## src/rtl/cmd_arb_pkg.sv

```systemverilog
package cmd_arb_pkg;
    typedef enum logic [1:0] {
        ST_IDLE  = 2'd0,
        ST_START = 2'd1,
        ST_BUSY  = 2'd2
    } arb_state_t;
endpackage

```

## src/rtl/arb_trigger.sv

```systemverilog
module arb_trigger #(
    parameter int NQ = 6
) (
    input  logic          clk,
    input  logic          rst_n,
    input  logic [NQ-1:0] trig_mode,
    input  logic [NQ-1:0] sw_arm,
    input  logic [NQ-1:0] hw_trig,
    output logic [NQ-1:0] arm_evt
);
    logic [NQ-1:0] hw_prev;

    always_ff @(posedge clk) begin
        if (!rst_n) hw_prev <= '0;
        else        hw_prev <= hw_trig;
    end

    for (genvar q = 0; q < NQ; q++) begin : g_q
        // mode picks either the software pulse or a rising hardware edge
        assign arm_evt[q] = trig_mode[q] ? (hw_trig[q] & ~hw_prev[q]) : sw_arm[q];
    end
endmodule

```

## src/rtl/arb_prio_enc.sv

```systemverilog
module arb_prio_enc #(
    parameter int NQ  = 6,
    parameter int QIW = $clog2(NQ)
) (
    input  logic [NQ-1:0]  req,
    output logic           any,
    output logic [QIW-1:0] idx
);
    always_comb begin
        any = |req;
        idx = '0;
        for (int q = NQ - 1; q >= 0; q--) begin
            if (req[q]) idx = QIW'(q);
        end
    end
endmodule

```

## src/rtl/arb_ctrl.sv

```systemverilog
module arb_ctrl
    import cmd_arb_pkg::*;
#(
    parameter int NQ  = 6,
    parameter int CW  = 8,
    parameter int QIW = $clog2(NQ)
) (
    input  logic             clk,
    input  logic             rst_n,
    input  logic [NQ-1:0]    arm_evt,
    input  logic [NQ-1:0]    cmd_valid,
    input  logic [NQ*CW-1:0] cmd_word,
    input  logic [NQ-1:0]    cmd_eog,
    input  logic             conv_done,
    input  logic             pick_any,
    input  logic [QIW-1:0]   pick_idx,
    output logic [NQ-1:0]    eligible,
    output logic [NQ-1:0]    cmd_pop,
    output logic             conv_start,
    output logic             conv_abort,
    output logic [QIW-1:0]   conv_qid,
    output logic [CW-1:0]    conv_cmd,
    output logic             coh_irq,
    output logic [QIW-1:0]   coh_qid
);
    arb_state_t     state, state_n;
    logic [QIW-1:0] cur, cur_n;
    logic [NQ-1:0]  armed;
    logic           q0_fire_r;
    logic           abort_r, abort_n;
    logic           irq_r, irq_n;
    logic [QIW-1:0] irqq_r, irqq_n;
    logic           open_vld;
    logic [QIW-1:0] open_q;
    logic [CW-1:0]  cmd_r;
    logic           grant, done_ok, eog_cur;
    logic [NQ-1:0]  disarm;

    assign eligible = armed & cmd_valid;
    assign eog_cur  = cmd_eog[cur];
    assign disarm   = cmd_pop & {NQ{eog_cur}};

    // state register and bookkeeping registers
    always_ff @(posedge clk) begin
        if (!rst_n) begin
            state     <= ST_IDLE;
            cur       <= '0;
            armed     <= '0;
            q0_fire_r <= 1'b0;
            abort_r   <= 1'b0;
            irq_r     <= 1'b0;
            irqq_r    <= '0;
            open_vld  <= 1'b0;
            open_q    <= '0;
            cmd_r     <= '0;
        end else begin
            state     <= state_n;
            cur       <= cur_n;
            armed     <= (armed & ~disarm) | arm_evt;
            q0_fire_r <= arm_evt[0] & ~armed[0] & cmd_valid[0];
            abort_r   <= abort_n;
            irq_r     <= irq_n;
            irqq_r    <= irqq_n;
            if (grant) cmd_r <= cmd_word[cur_n*CW +: CW];
            if (irq_n) begin
                open_vld <= 1'b0;
            end else if (done_ok) begin
                if (eog_cur) begin
                    open_vld <= 1'b0;
                end else begin
                    open_vld <= 1'b1;
                    open_q   <= cur;
                end
            end
        end
    end

    // next-state logic; the queue 0 fire event overrides every transition
    always_comb begin
        state_n = state;
        cur_n   = cur;
        grant   = 1'b0;
        abort_n = 1'b0;
        done_ok = 1'b0;
        if (q0_fire_r) begin
            state_n = ST_START;
            cur_n   = '0;
            grant   = 1'b1;
            abort_n = (state != ST_IDLE);
        end else begin
            unique case (state)
                ST_IDLE: begin
                    if (pick_any) begin
                        state_n = ST_START;
                        cur_n   = pick_idx;
                        grant   = 1'b1;
                    end
                end
                ST_START: state_n = ST_BUSY;
                ST_BUSY: begin
                    if (conv_done) begin
                        state_n = ST_IDLE;
                        done_ok = 1'b1;
                    end
                end
                default: state_n = ST_IDLE;
            endcase
        end
        irq_n  = abort_n | (grant & open_vld & (open_q != cur_n));
        irqq_n = abort_n ? cur : open_q;
    end

    // outputs
    always_comb begin
        conv_start = (state == ST_START);
        conv_abort = abort_r;
        conv_qid   = cur;
        conv_cmd   = cmd_r;
        coh_irq    = irq_r;
        coh_qid    = irqq_r;
        cmd_pop    = done_ok ? (NQ'(1) << cur) : '0;
    end

    assert_start_armed_R2: assert property (@(posedge clk) disable iff (!rst_n)
        conv_start |-> armed[conv_qid]);
    assert_pop_onehot_R4: assert property (@(posedge clk) disable iff (!rst_n)
        $onehot0(cmd_pop) && !(|cmd_pop && conv_start));
    assert_q0_latency_R5: assert property (@(posedge clk) disable iff (!rst_n)
        q0_fire_r |=> (conv_start && conv_qid == '0));
    assert_abort_with_q0_R6: assert property (@(posedge clk) disable iff (!rst_n)
        conv_abort |-> (conv_start && conv_qid == '0));
    assert_irq_on_start_R8: assert property (@(posedge clk) disable iff (!rst_n)
        coh_irq |-> conv_start);
endmodule

```

## src/rtl/cmd_arbiter.sv

```systemverilog
module cmd_arbiter #(
    parameter int NQ  = 6,
    parameter int CW  = 8,
    parameter int QIW = $clog2(NQ)
) (
    input  logic             clk,
    input  logic             rst_n,
    input  logic [NQ-1:0]    trig_mode,
    input  logic [NQ-1:0]    sw_arm,
    input  logic [NQ-1:0]    hw_trig,
    input  logic [NQ-1:0]    cmd_valid,
    input  logic [NQ*CW-1:0] cmd_word,
    input  logic [NQ-1:0]    cmd_eog,
    output logic [NQ-1:0]    cmd_pop,
    output logic             conv_start,
    output logic             conv_abort,
    output logic [QIW-1:0]   conv_qid,
    output logic [CW-1:0]    conv_cmd,
    input  logic             conv_done,
    output logic             coh_irq,
    output logic [QIW-1:0]   coh_qid
);
    logic [NQ-1:0]  arm_evt;
    logic [NQ-1:0]  eligible;
    logic           pick_any;
    logic [QIW-1:0] pick_idx;

    arb_trigger #(.NQ(NQ)) u_trig (
        .clk(clk), .rst_n(rst_n), .trig_mode(trig_mode),
        .sw_arm(sw_arm), .hw_trig(hw_trig), .arm_evt(arm_evt)
    );

    arb_prio_enc #(.NQ(NQ), .QIW(QIW)) u_prio (
        .req(eligible), .any(pick_any), .idx(pick_idx)
    );

    arb_ctrl #(.NQ(NQ), .CW(CW), .QIW(QIW)) u_ctrl (
        .clk(clk), .rst_n(rst_n), .arm_evt(arm_evt),
        .cmd_valid(cmd_valid), .cmd_word(cmd_word), .cmd_eog(cmd_eog),
        .conv_done(conv_done), .pick_any(pick_any), .pick_idx(pick_idx),
        .eligible(eligible), .cmd_pop(cmd_pop), .conv_start(conv_start),
        .conv_abort(conv_abort), .conv_qid(conv_qid), .conv_cmd(conv_cmd),
        .coh_irq(coh_irq), .coh_qid(coh_qid)
    );
endmodule

```

## config.mk

```make
export PLATFORM = sky130hd
export DESIGN_NAME = cmd_arbiter
export DESIGN_NICKNAME = d
export VERILOG_FILES = /design/src/rtl/cmd_arb_pkg.sv /design/src/rtl/arb_trigger.sv /design/src/rtl/arb_prio_enc.sv /design/src/rtl/arb_ctrl.sv /design/src/rtl/cmd_arbiter.sv
export SDC_FILE = /design/constraint.sdc
export NUM_CORES = 1
export LEC_CHECK = 0
export BUFFER_PORTS_ARGS = -buffer_cell sky130_fd_sc_hd__buf_2
export CAP_MARGIN = 40
export CORE_ASPECT_RATIO = 1.4
export CORE_MARGIN = 2
export CORE_UTILIZATION = 47
export DETAILED_ROUTE_END_ITERATION = 8
export PLACE_DENSITY = 0.84
export SYNTH_ARGS = -nofsm -noshare
export SYNTH_HDL_FRONTEND = slang
export SYNTH_SLANG_ARGS = --single-unit
```

## constraint.sdc

```tcl
create_clock -name clk -period 2.69 [get_ports clk]
set_input_delay 0.538 -clock clk [delete_from_list [all_inputs] [get_ports clk]]
set_output_delay 0.538 -clock clk [all_outputs]
set_load 0.005 [all_outputs]
```

==> impl_metrics.json, run 1 <==
{
  "status": "completed",
  "post-route-min-period_ns": 2.39,
  "worstReg2RegStart": "u_ctrl.state[1]",
  "worst_clock_skew_ns": 0.00320,
  "share_clk_of_total_power": 0.248,
  "ys_async_sr_fraction": 0,
  "power.sequential.fraction": 0.395,
  "antenna_found_initial": 0,
  "combinational_family_with_the_most_area_after_synthesis": "compound AO/OA/AOI/OAI gates",
  "wire_per_inst_um": 15.8,
  "initial_utilization": 0.483,
  "setup.worst_path.class": "register to register",
  "drt_first_pass_iters": 4,
  "synth_compound_area_frac": 0.335,
  "num_rows": 30,
  "grt.overflow.total": 0,
  "port_buffers": 103,
  "grt_max_degree": 35,
  "synth_sequential_area_ratio": 0.302,
  "post_route_cells_drive_above_1_share": 0.369,
  "dp.final_hpwl_um": 5000,
  "grt.total_usage": 0.243,
  "syn-mean-instance-area_um2": 8.72,
  "crit_path_end": "u_ctrl.conv_cmd[3]",
  "rr_endpoint": "u_ctrl.conv_cmd[3]",
  "remaining_drc_errors": 0,
  "biggest_fanout_along_the_worst_timing_path": 21,
  "mappedNetlistNets": 347,
  "slew_viol_final": 0,
  "cts_root_buf": "clkbuf_8",
  "route.vias.total": 2517,
  "synth_xor_xnor_area_share": 0.00756,
  "setup_total_negative_slack_ns": 0,
  "final_hold_viol_count": 0,
  "static_leak_nw": 1.33,
  "setup_viol": 0,
  "tritoncts.num_buffers": 5,
  "numPlacedInstances": 417,
  "number_of_synthesized_flops_with_an_enable_pin": 0,
  "num-nets-final": 441,
  "r2r_setup_slk_ns": 0.30,
  "synthToLayoutAreaGrowth_pct": 25.4,
  "worst_hold_path_type": "input pin to register",
  "dieArea_mm2": 0.00552,
  "ctsHtreeMaxLevel": 2,
  "synth-simple-area-share": 0.241,
  "clock_edge_transition_at_the_registers_on_the_reported_setup_and_hold_paths_ns": 0.07,
  "synth_area_mm2": 0.00232,
  "grt_setup_unrepaired": "no",
  "slew-limit-headroom": 0.385,
  "cap_viol_max_count": 0,
  "comb_power_share": 0.357,
  "top_level_ports": 104,
  "number_of_gates_resized_after_cts": 0,
  "clk_latency_ns": 0.29,
  "cts-hold-fix-buffers": 0,
  "ys.warnings.count": 0,
  "routed_via_density": 5.94,
  "route.final.wire_length_um": 6680,
  "timing.critical_path.arrival_ns": 2.55,
  "drtAntennaViolNets": 0,
  "grt_first_pass_wirelength_um": 10600,
  "power_switching_share": 0.351,
  "cp-start-kind": "register",
  "cellInternalPower_mw": 1.01,
  "pre_cts_slack_ns": 0.168,
  "worst_setup_path_startpoint": "u_ctrl.state[1]",
  "diodes": 0,
  "layout.cells.non_filler": 424,
  "synth.area.mux_share": 0.0496,
  "tritoncts": "yes",
  "setup_ws_ns": 0.301,
  "worst_ep_required_time_ns": 2.86,
  "achievable-frequency_mhz": 419,
  "chipWidth_um": 63.4,
  "yosys.area_share.adder": 0,
  "setup.worst_path.end_class": "register",
  "cts-root-to-sink-buffers": 2,
  "grt_pass1_vias": 2329,
  "globalplace.congestion": 0.892,
  "synthCells": 266,
  "cts_post_setup_buffers_inserted": 0,
  "hold_slack_ns": 0.458,
  "ys_ff_latch": 35,
  "placeableCoreArea_mm2": 0.00480,
  "vdd_ir_drop_max_mv": 0.279,
  "synth_cell_types": 58,
  "p_sw_mw": 0.548,
  "drt_iter0_drc": 158,
  "reg2regPathDepth": 6,
  "cts_sinks": 35,
  "post-route-period-util": 0.888,
  "die_y_um": 87.1,
  "pwr_density_cell_mw_per_mm2": 537,
  "worst_pin_slew_ns": 0.923,
  "yosys_most_used_dff": "dfxtp_1"
}
-- registers in the layout (all words and copies together), names as in the netlist --
register and count:
u_ctrl.conv_cmd 8, u_ctrl.open_vld 1, u_ctrl.coh_qid 3, u_ctrl.q0_fire_r 1, u_ctrl.conv_qid 3, u_ctrl.conv_abort 1
u_ctrl.coh_irq 1, u_ctrl.state 2, u_ctrl.armed 6, u_trig.hw_prev 6, u_ctrl.open_q 3
-- layer usage --
| layer | global-route usage | wire (um) | vias to the layer above |
|---|---|---|---|
| met5 | 0 | 0 | - |
| met3 | 0.0556 | 529 | 15 |
| met2 | 0.439 | 3380 | 135 |
| met1 | 0.269 | 2590 | 1168 |
| met4 | 0.111 | 174 | 0 |
| li1 | - | - | 1199 |
-- cells in the final DEF (no fill, tap or decap), types with 3 or more instances in the layout --
cell and instances:
mux2i_1 7, nand3_1 5, a221oi_1 6, nor2b_1 9
inv_1 4, and3_1 4, or2_1 3, a21boi_0 8
nand2_1 27, a22o_1 4, dfxtp_1 35, nor2_1 10
a31oi_1 4, o21ai_0 23, nor4b_1 6, o31ai_1 7
o41ai_1 6, o2bb2ai_1 7, buf_4 5, buf_2 103
a21oi_1 8, clkbuf_8 6, o2111a_1 6, and2_1 11
-- Yosys cell counts, types with 2 or more instances --
library cell / n / area share
a22oi_4: 2 / 0.018
nand3_1: 5 / 0.011
or3_1: 2 / 0.0054
o41ai_1: 6 / 0.023
nor2b_1: 9 / 0.024
a22oi_1: 2 / 0.0065
o31ai_1: 7 / 0.023
nor3_1: 2 / 0.0043
mux2i_1: 7 / 0.030
a21boi_0: 8 / 0.026
o2111a_1: 6 / 0.029
a21o_1: 2 / 0.0065
o2bb2ai_1: 7 / 0.026
a221oi_1: 6 / 0.023
dfxtp_1: 35 / 0.30
a31oi_1: 4 / 0.011
nor3_2: 2 / 0.0086
o21ai_0: 23 / 0.050
a21oi_2: 2 / 0.0076
buf_2: 6 / 0.013
or2_2: 2 / 0.0054
a22o_1: 4 / 0.015
mux2_2: 2 / 0.0097
inv_1: 4 / 0.0065
nor3b_1: 2 / 0.0065
and2_1: 11 / 0.030
nor4b_1: 6 / 0.023
clkbuf_1: 7 / 0.011
nand3b_1: 2 / 0.0065
buf_4: 2 / 0.0065
a21oi_1: 8 / 0.017
o211a_1: 2 / 0.0086
and3_1: 4 / 0.011
o211ai_1: 2 / 0.0065
nor2_1: 10 / 0.016
nand2_1: 27 / 0.044
buf_6: 5 / 0.024
or2_1: 3 / 0.0081
-- power by group through the flow --
stage | clock network, mW | registers [mW] | logic (mW)
finish | 0.387 | 0.617 | 0.557
global route | 0.417 | 0.621 | 0.607
CTS | 0.393 | 0.615 | 0.552
detailed placement | 0 | 0.625 | 0.550
global placement | 0 | 0.624 | 0.535
floorplan | 0 | 0.612 | 0.395
-- worst max-delay path, cell delays in order, from the launching register on --
cell and delay (ns):
dfxtp_1 0.38, or2_1 0.38, nor3_2 0.15, a21oi_2 0.70, o2bb2ai_1 0.19, a221oi_1 0.35, a21oi_1 0.10
-- stage by stage --
| stage | power [mW] | cell area (um2) | utilization |
|---|---|---|---|
| floorplan | 1.01 | 2320 | - |
| global route | 1.65 | 2910 | 0.605 |
| detailed placement | 1.17 | 2820 | 0.587 |
| finish | 1.56 | 2910 | 0.605 |
| CTS | 1.56 | 2910 | 0.605 |
| global placement | 1.16 | 2820 | 0.587 |
-- cell families (layout without fill, tap and decap cells) --
| group | Yosys count | after routing |
|---|---|---|
| multiplexers | 10 | 10 |
| AND/OR/NAND/NOR | 96 | 96 |
| buffers and inverters | 26 | 120 |
| flip-flops | 35 | 35 |
| AO/OA/AOI/OAI | 97 | 97 |
| XOR/XNOR | 2 | 2 |
-- worst min-delay path by stage --
| stage | start | endpoint | slack, ns | cells past startpoint |
|---|---|---|---|---|
| floorplan | u_ctrl.open_vld | u_ctrl.open_vld | 0.44 | 1 |
| global placement | u_ctrl.open_vld | u_ctrl.open_vld | 0.45 | 1 |
| detailed placement | u_ctrl.open_q[0] | u_ctrl.coh_qid[0] | 0.47 | 2 |
| CTS | hw_trig[3] | u_trig.hw_prev[3] | 0.45 | 2 |
| global route | hw_trig[4] | u_trig.hw_prev[4] | 0.46 | 2 |
| finish | hw_trig[3] | u_trig.hw_prev[3] | 0.46 | 2 |
-- layout make-up --
class                      count  area [um2]
fill                         473        1900
multi-input combinational    205        1470
sequential                    35         701
timing repair buffer         108         553
clock buffer                   6        82.6
tap                           64        80.1
inverter                       5        18.8
clock inverter                 1        5.00
Power figures use the tool's default switching activity.
==> inputs of run 2 (changes only) <==
Settings changed: CAP_MARGIN 40 to 20, CORE_UTILIZATION 47 to 45, SYNTH_HIERARCHICAL from default to 1.
==> run 2 against run 1 <==
  * The flow now finishes with violations (negative setup slack)
  * Sequential cell count did not move
  * Sequential power fell by 3%
  * Via count decreased by 16%
  * Hold slack gained 0.0043 ns
  * Critical path type is now input pin to register
  * Critical endpoint is now u_ctrl/conv_cmd[6]
  * Highest routed layer unchanged
==> impl_metrics.json, run 2 <==
{
  "wire_per_inst_um": 13.6,
  "r2r_setup_slk_ns": -0.06,
  "worst_ep_required_time_ns": 2.92,
  "synth_top_cell_by_area": "dfxtp_1",
  "min_to": "u_trig/hw_prev[4]",
  "post-route-min-period_ns": 2.76,
  "rr_endpoint": "u_ctrl/conv_cmd[6]",
  "cts_sinks": 35,
  "grt.met3_usage": 0.0467,
  "grt_setup_unrepaired": "yes",
  "worst_hold_path_type": "input pin to register",
  "synth_cell_types": 39,
  "post_route_cells_drive_above_1_share": 0.449,
  "synth_top_area_frac": 0.355,
  "setup.worst_path.class": "input pin to register",
  "grt.met2_usage": 0.443,
  "netlist_top_cells_count": "nor2_1 (36), dfxtp_1 (35), mux2i_1 (31), and2_1 (15)",
  "antenna_found_initial": 0,
  "share_clk_of_total_power": 0.255,
  "comb_power_share": 0.354,
  "slew-limit-headroom": 0.621,
  "grt.total_usage": 0.232,
  "whs_path_depth": 2,
  "static_leak_nw": 1.44,
  "grt_pass1_vias": 2024,
  "drtAntennaViolNets": 0,
  "route.vias.total": 2113,
  "dominant_cell_by_count_in_the_synthesized_netlist": "nor2_1",
  "timing.hold.worst.start": "hw_trig[4]",
  "p_sw_mw": 0.460,
  "timing.critical_path.arrival_ns": 2.99,
  "globalplace.congestion": 0.874,
  "setup_viol": 9,
  "setup_ws_ns": -0.0667,
  "die_y_um": 82.4,
  "drt_iter0_drc": 49,
  "clk_latency_ns": 0.29,
  "mappedNetlistNets": 309,
  "ctsHtreeMaxLevel": 2,
  "port_buffers": 103,
  "reg2regPathDepth": 10,
  "number_of_synthesized_flops_with_an_enable_pin": 0,
  "clock_edge_transition_at_the_registers_on_the_reported_setup_and_hold_paths_ns": 0.07,
  "pwr_density_cell_mw_per_mm2": 527,
  "chipWidth_um": 60.0,
  "remaining_drc_errors": 0,
  "cap_viol_max_count": 0,
  "synth_sequential_area_ratio": 0.355,
  "synth_area_mm2": 0.00197,
  "slew_viol_final": 0,
  "diodes": 0,
  "grt_max_degree": 25,
  "cp-start-kind": "input pin",
  "cts-root-to-sink-buffers": 2,
  "placeableCoreArea_mm2": 0.00424,
  "setup_total_negative_slack_ns": -0.442,
  "grt.overflow.total": 0,
  "cellInternalPower_mw": 1.07,
  "dp.final_hpwl_um": 4150,
  "yosys_most_used_dff": "dfxtp_1",
  "synthCells": 228,
  "layout.cells.most_common": "buf_2",
  "status": "complete, but fails checks",
  "routed_via_density": 5.15,
  "tritoncts.num_buffers": 5,
  "top_level_ports": 104,
  "cts_root_buf": "clkbuf_8",
  "netlist_top_cells_area": "dfxtp_1 (35%), mux2i_1 (16%), nor2_1 (6.8%)",
  "final_hold_viol_count": 0,
  "global_routing_met1_resource_utilization": 0.236,
  "tritoncts": "yes",
  "totalPowerFinal_mw": 1.53,
  "dieArea_mm2": 0.00494,
  "biggest_fanout_along_the_worst_timing_path": 8,
  "synthToLayoutAreaGrowth_pct": 47.1,
  "largest_register_ffs": 8,
  "worstReg2RegStart": "u_ctrl/armed[2]",
  "worst_clock_skew_ns": 0.00549,
  "ys.warnings.count": 6,
  "final_cell_mix": "buf_2 (103), nor2_1 (36), dfxtp_1 (34)",
  "route.final.wire_length_um": 5580,
  "num_rows": 28,
  "power_switching_share": 0.300,
  "vdd_ir_drop_max_mv": 0.434,
  "achievable-frequency_mhz": 363,
  "ys_async_sr_fraction": 0,
  "hold_slack_ns": 0.462,
  "cts-hold-fix-buffers": 0,
  "drt_first_pass_iters": 4,
  "syn-mean-instance-area_um2": 8.66,
  "setup.worst_path.end_class": "register",
  "post-route-period-util": 1.02,
  "num-nets-final": 431,
  "grt_first_pass_wirelength_um": 8640,
  "power.sequential.fraction": 0.392,
  "initial_utilization": 0.466,
  "ys_ff_latch": 35,
  "worst_pin_slew_ns": 0.565,
  "violations": "negative setup slack",
  "gr-max-usage-layer": "met2"
}
-- run 2: cell count changes in the layout (fill, tap and decap cells not counted), sizes merged, moves of 8 or more --
cell / before / now
a21boi: 8 / 0
buf: 108 / 126
inv: 4 / 12
mux2i: 7 / 31
nand2: 27 / 0
nor2: 10 / 36
o22ai: 0 / 8
o311a: 0 / 8
or3: 2 / 12
-- run 2: cells by family after synthesis --
kind of cell / count (synthesis) / synth area share
flip-flops: 35 / 0.355
AO/OA/AOI/OAI: 46 / 0.155
AND/OR/NAND/NOR: 89 / 0.252
multiplexers: 33 / 0.174
buffers and inverters: 23 / 0.0545
XOR/XNOR: 2 / 0.00887
-- run 2: per-layer routing --
layer	wire, um	share of wire
met5	0	0
met4	121	0.022
met3	365	0.065
met2	2950	0.53
met1	2150	0.38
-- run 2: critical path, cell delays in order --
cell and delay (ns):
buf_2 0.10, and2_4 0.13, or4_4 0.53, or3_1 0.33, nor3b_4 0.19, mux2i_4 0.20
buf_6 0.15, buf_6 0.11, or3_4 0.39, o22ai_2 0.14, o311a_1 0.18
-- run 2: area by class of cell --
class                   count  area [um2]
clock buffers               6        82.6
clock inverters             1        5.00
fillers                   348        1330
inverters                  12        45.0
multi-input cells         170        1260
flip-flops and latches     35         702
well taps                  60        75.1
repair buffers            126         732
-- run 2: what timing repair did --
| item | in CTS | in global routing |
|---|---|---|
| pin swaps | 1 | 7 |
| gates cloned | 1 | 0 |
| gates resized for setup | 6 | 13 |
| buffers inserted | 3 | 4 |
| setup endpoints to repair | 8 | 10 |
-- run 2: through the flow --
stage / setup slack [ns] / util / cell area (um2) / std cells
finish: -0.0667 / 0.685 / 2910 / 410
global route: -0.124 / 0.685 / 2910 / 410
CTS: -0.0870 / 0.672 / 2850 / 408
detailed placement: -0.413 / 0.634 / 2690 / 397
global placement: -0.380 / 0.634 / 2690 / 397
floorplan: -0.166 / - / 2000 / 228
-- run 2: power by group through the flow --
stage	Combinational, mW	Clock, mW	Sequential [mW]
after global routing	0.586	0.413	0.606
after CTS	0.519	0.397	0.599
after global placement	0.472	0	0.610
after floorplan	0.287	0	0.603
after detailed placement	0.480	0	0.611
final	0.542	0.390	0.599
-- run 2: worst max-delay path by stage --
| stage | startpoint | end | slack (ns) | cells past startpoint |
|---|---|---|---|---|
| floorplan | cmd_valid[2] | u_ctrl/conv_cmd[3] | -0.17 | 9 |
| global placement | cmd_valid[2] | u_ctrl/conv_cmd[3] | -0.38 | 10 |
| detailed placement | cmd_valid[2] | u_ctrl/conv_cmd[3] | -0.41 | 10 |
| CTS | u_ctrl/armed[2] | u_ctrl/conv_cmd[3] | -0.09 | 9 |
| global route | u_ctrl/armed[2] | u_ctrl/conv_cmd[5] | -0.12 | 10 |
| finish | cmd_valid[2] | u_ctrl/conv_cmd[6] | -0.07 | 11 |
